File: config.mk
export PLATFORM = sky130hd
export DESIGN_NAME = pipelined_ripple_adder
export DESIGN_NICKNAME = d
export VERILOG_FILES = /design/src/rtl/pra_pkg.sv /design/src/rtl/pra_delay.sv /design/src/rtl/pra_stage.sv /design/src/rtl/pipelined_ripple_adder.sv
export SDC_FILE = /design/constraint.sdc
export NUM_CORES = 2
export LEC_CHECK = 0
export BUFFER_PORTS_ARGS = -buffer_cell sky130_fd_sc_hd__buf_2
export CORE_UTILIZATION = 45
export CTS_BUF_LIST = sky130_fd_sc_hd__clkbuf_8
export CTS_CLUSTER_SIZE = 16
export DETAILED_ROUTE_END_ITERATION = 12
export MAX_ROUTING_LAYER = met4
export RECOVER_POWER = 25
export SYNTH_ARGS = -nofsm -noshare
export SYNTH_HDL_FRONTEND = slang
export SYNTH_SLANG_ARGS = --single-unit
File: constraint.sdc
create_clock -name clk -period 3.7 [get_ports clk]
set_clock_uncertainty 0.1 [all_clocks]
set_input_delay 0.925 -clock clk [delete_from_list [all_inputs] [get_ports clk]]
set_output_delay 0.925 -clock clk [all_outputs]
set_load 0.01 [all_outputs]
File: src/rtl/pra_pkg.sv
package pra_pkg;

    localparam int PRA_WIDTH = 32;

    // Operand bit pair travelling towards one full-adder cell
    typedef struct packed {
        logic x;
        logic y;
    } pra_bitpair_t;

    // Combinational output of one full-adder cell
    typedef struct packed {
        logic s;
        logic c;
    } pra_fa_out_t;

    function automatic pra_fa_out_t pra_full_add(input pra_bitpair_t p, input logic ci);
        pra_fa_out_t r;
        r.s = p.x ^ p.y ^ ci;
        r.c = (p.x & p.y) | (p.y & ci) | (p.x & ci);
        return r;
    endfunction

endpackage

File: src/rtl/pra_delay.sv
// Fixed-depth shift register with synchronous clear; DEPTH must be >= 1.
module pra_delay #(
    parameter int W     = 1,
    parameter int DEPTH = 1
) (
    input  logic         clk,
    input  logic         rst,
    input  logic [W-1:0] d,
    output logic [W-1:0] q
);
    logic [W-1:0] taps [DEPTH];

    always_ff @(posedge clk) begin
        if (rst) begin
            for (int i = 0; i < DEPTH; i++) taps[i] <= '0;
        end else begin
            taps[0] <= d;
            for (int i = 1; i < DEPTH; i++) taps[i] <= taps[i-1];
        end
    end

    assign q = taps[DEPTH-1];
endmodule

File: src/rtl/pra_stage.sv
// One full-adder cell with its carry flop.
module pra_stage
    import pra_pkg::*;
(
    input  logic         clk,
    input  logic         rst,
    input  pra_bitpair_t opnd,
    input  logic         carry_in,
    output logic         sum_bit,
    output logic         carry_q
);
    pra_fa_out_t fa;

    always_comb fa = pra_full_add(opnd, carry_in);

    assign sum_bit = fa.s;

    always_ff @(posedge clk) begin
        if (rst) carry_q <= 1'b0;
        else     carry_q <= fa.c;
    end
endmodule

File: src/rtl/pipelined_ripple_adder.sv
module pipelined_ripple_adder
    import pra_pkg::*;
#(
    parameter int WIDTH = PRA_WIDTH
) (
    input  logic             clk,
    input  logic             rst,
    input  logic             in_valid,
    input  logic [WIDTH-1:0] opnd_a,
    input  logic [WIDTH-1:0] opnd_b,
    input  logic             carry_in,
    output logic             out_valid,
    output logic [WIDTH-1:0] sum,
    output logic             carry_out
);
    localparam int LATENCY = WIDTH;
    localparam int PAIR_W  = $bits(pra_bitpair_t);

    logic [WIDTH:0]   carry_chain;
    logic [WIDTH-1:0] raw_sum;

    assign carry_chain[0] = carry_in;

    for (genvar k = 0; k < WIDTH; k++) begin : g_bit
        pra_bitpair_t pair_in;
        pra_bitpair_t pair_aligned;

        assign pair_in = '{x: opnd_a[k], y: opnd_b[k]};

        // Operand skew: bit k waits k cycles to meet its carry
        if (k == 0) begin : g_noskew
            assign pair_aligned = pair_in;
        end else begin : g_skew
            pra_delay #(.W(PAIR_W), .DEPTH(k)) u_skew (
                .clk (clk),
                .rst (rst),
                .d   (pair_in),
                .q   (pair_aligned)
            );
        end

        pra_stage u_stage (
            .clk      (clk),
            .rst      (rst),
            .opnd     (pair_aligned),
            .carry_in (carry_chain[k]),
            .sum_bit  (raw_sum[k]),
            .carry_q  (carry_chain[k+1])
        );

        // Result de-skew: bit k waits WIDTH-k cycles so all bits align with the last carry flop
        pra_delay #(.W(1), .DEPTH(WIDTH - k)) u_deskew (
            .clk (clk),
            .rst (rst),
            .d   (raw_sum[k]),
            .q   (sum[k])
        );
    end

    assign carry_out = carry_chain[WIDTH];

    pra_delay #(.W(1), .DEPTH(LATENCY)) u_valid (
        .clk (clk),
        .rst (rst),
        .d   (in_valid),
        .q   (out_valid)
    );
endmodule

==> impl_summary.md <==
Clock tree
The buffers inserted during post-CTS setup optimization is 0. TritonCTS built the clock tree. The TritonCTS buffer count is 233. The root buffer cell chosen for the clock tree is sky130_fd_sc_hd__clkbuf_8. The number of H-tree branching levels is 4. For this design, the CTS-stage hold fixing added 0 buffers. Counting every sink on the clock net gives roughly 1.6k. Clock-pin slew was measured on the worst setup and hold paths at around 0.06 ns. Counting along the longest clock path gives a buffer depth of 3. The later pin in the worst-skew pair is clocked with a latency of 0.82 ns. Once the clock tree was built, the resizer swapped 0 gates to a different size.

Synth
Of the post-synthesis cell area, the dominant cell type holds 73.1%. The net count of the mapped netlist is around 3.5k. The average instance in the mapped netlist occupies around 13 um2. The synthesized netlist contains 8 unique library cells. By area the synthesized netlist is led by sky130_fd_sc_hd__dfxtp_1, sky130_fd_sc_hd__nor2b_1, sky130_fd_sc_hd__and2b_1. In this run the cell area of the synthesized design comes to 0.0434 mm2. Synthesis produced approximately 3.4k cells. Yosys printed 0 warnings.

The sequential area share after synthesis is 73.1%. The cell type with the highest aggregate area in the netlist is sky130_fd_sc_hd__dfxtp_1. The flip-flop and latch count after synthesis is between 1.5k and 2k.

Cells and area
The layout has 8272 filler cells. The finished cells cover approximately 0.050 mm2. Cells fill 52.1% of the core in the end. The signed area change from the synthesized netlist to the final layout is 14.4%. The multi-input combinational cells in the finished layout cover a total of 0.0107 mm2. In the final layout, flip-flops and latches occupy roughly 0.032 mm2. The share of final-layout standard cells stronger than drive strength 1 is 12.3%. The final layout net count is 3676.

Power
The analysis attributes to cell leakage a power of approximately 21 nW. The cell area power density is 623 mW/mm2. The worst-case IR drop observed on VDD is 0.000331 V.

Floorplan
In this run the core area contains 113 standard-cell rows. The floorplan step defined a die boundary enclosing 0.0976 mm2. Measured along the y axis, the die boundary spans 312 um. For this configuration, the core starts out at a cell density of approximately 46%. The floorplan step defined a core boundary enclosing ~0.095 mm2. The chip width is 312 um.

102 I/O pins were placed.

Global routing
The overall track demand over capacity in global routing is ~11%. The number of antenna violations at the first check in global routing is 3. The wire length of the first global-routing pass is between 80000 and 90000 um. The final global-route overflow total is 0. The number of global-route vias before repair is 19.0k. Entering global routing, the biggest net connects 140 pins.

Route
The remaining number of nets flagged by the antenna check after routing is 0. In the routed layout, each cell is associated on average with a via count of approximately 4. The wire length reported by the detailed router is between 50000 and 60000 um. The residual DRC count is 0.

Before antenna repair, the detailed router went through 4 iterations. For this block, the initial DRC count from the detailed router was ~770. In the final routed layout, each cell accounts on average for 10.0 um.

For this block, the via count after detailed routing is 20.0k.

STA
In the post-route analysis, the smallest setup slack over all paths is ~1.0 ns. The final number of setup-violating endpoints is 0. The pin slew with the least headroom to its limit is 1.99 ns. Based on the critical path, the design can be clocked at up to about 0.37 GHz. In the finished design, the share of the clock period the worst path needs comes to 72.3%.

The post-route worst hold slack is about 0.19 ns. The total negative slack for setup checks is 0 ns. The final hold violation count is 0.

Setup repair after global routing left no endpoint under its margin. For the finished layout, the period the worst path requires is between 2 and 3 ns. Measured against its own limit, the worst slew margin works out to -32.7%. The max-slew violation total from the final report is between 100 and 150.

Worst setup path
The startpoint identified for the worst register-to-register timing path is g_bit[12].u_stage.carry_q. The critical path starts at rst. The signal on the critical path passes through clkbuf_4, clkbuf_1, nor2b_1. On the critical path, the stage with the largest delay is an instance of sky130_fd_sc_hd__clkbuf_4.

The critical path is of the in -> reg type. The worst setup path is launched from an input pin. The worst setup path is captured at a register. In this run the worst path has a maximum fanout of about 140. The data arrival time at the worst-slack endpoint is 3.25 ns.

For the worst setup path, the data required time is 4.27 ns. The longest individual stage delay on the worst path is 1.40 ns.

Worst hold path
The start point of the worst hold path is opnd_a[21]. The path type of the worst min-delay path is in -> reg.

Place
The cell area after placement is 0.0451 mm2. The number of buffers inserted by port buffering is 101. The final weighted congestion of routability-driven global placement is 0.671.

Timing analysis after detailed placement gives a worst setup slack of ~1.3 ns. The half-perimeter wire length after detailed placement is 25200 um.

Run status
The flow ran to the end, but the final reports show violations. The checks that failed: capacitance limit, slew limit.

Job
Max-cap violations in this run came to 1.
logic make-up (layout without fill, tap and decap cells):
group	after synthesis	in the layout	synth area share [%]
other	0	2	0
flip-flops	1584	1584	73.1
AND/OR/NAND/NOR	1584	1584	23.2
buffers and inverters	208	549	2.25
adder cells (fa/ha/maj)	32	32	1.48
cell type report:
| cell class | instances | share of cell area [%] |
|---|---|---|
| Antenna cell | 2 | 0.0101 |
| Clock buffer | 295 | 8.18 |
| Clock inverter | 113 | 1.11 |
| Multi-Input combinational cell | 1616 | 21.5 |
| Sequential cell | 1584 | 63.9 |
| Tap cell | 1265 | 3.19 |
| Timing Repair Buffer | 141 | 2.08 |
worst max-delay path, delay by kind of cell:
kind                   cells  cell delay (ns)
AND/OR/NAND/NOR            1             0.12
buffers and inverters      2             2.15
Yosys cell counts:
cell                       number
sky130_fd_sc_hd__and2b_1      110
sky130_fd_sc_hd__fa_1          32
sky130_fd_sc_hd__buf_2          6
sky130_fd_sc_hd__nor2b_1     1474
sky130_fd_sc_hd__clkbuf_1     160
sky130_fd_sc_hd__dfxtp_1     1584
sky130_fd_sc_hd__buf_4         34
sky130_fd_sc_hd__buf_6          8
cells in the final DEF (no fill, tap or decap), types with 4 or more instances in the layout:
master,netlist,routed
sky130_fd_sc_hd__clkbuf_8,0,295
sky130_fd_sc_hd__fa_1,32,32
sky130_fd_sc_hd__buf_12,0,20
sky130_fd_sc_hd__clkinv_2,0,18
sky130_fd_sc_hd__nor2b_1,1474,1474
sky130_fd_sc_hd__and2b_1,110,110
sky130_fd_sc_hd__inv_1,0,82
sky130_fd_sc_hd__clkbuf_1,160,7
sky130_fd_sc_hd__dfxtp_1,1584,1584
sky130_fd_sc_hd__clkinvlp_4,0,4
sky130_fd_sc_hd__buf_2,6,100
sky130_fd_sc_hd__buf_4,34,13
path summary, 6_finish.rpt:
check                                                          end  slack (ns)  depth (start not counted)
worst min register to register      g_bit[10].u_deskew.taps[0][14]        0.30                          1
worst max-delay path            g_bit[26].g_skew.u_skew.taps[0][6]        1.03                          3
worst max register to register           g_bit[13].u_stage.carry_q        2.33                          2
worst min-delay path            g_bit[21].g_skew.u_skew.taps[0][1]        0.19                          2
metal layers:
layer	wire length (um)	vias to the layer above	part of all wire, %	global-route usage, %
met4	1630	0	3.2	6.11
met2	21400	297	43	16.1
met1	24800	9006	49	13.5
met5	0	-	0	-
li1	-	10560	-	-
met3	2350	154	4.7	3.56
power by group:
part / switching [mW] / total, mW / internal, mW
Clock: 6.07 / 13.3 / 7.19
Sequential: 0.0233 / 17.2 / 17.2
Combinational: 0.284 / 0.444 / 0.160
Total: 6.37 / 30.9 / 24.5
registers in the layout, summed over array words and instances (netlist names):
name / count
g_bit.g_skew.u_skew.taps: 992
u_valid.taps: 32
g_bit.u_deskew.taps: 528
g_bit.u_stage.carry_q: 32
through the flow:
| stage | total power [mW] | cells |
|---|---|---|
| after global routing | 32.4 | 5016 |
| after floorplan | 17.9 | 3408 |
| after detailed placement | 18.0 | 4606 |
| after global placement | 18.0 | 4606 |
| final | 30.9 | 5016 |
| after CTS | 31.5 | 5014 |
Note: power is estimated with default switching activity, not from simulation.
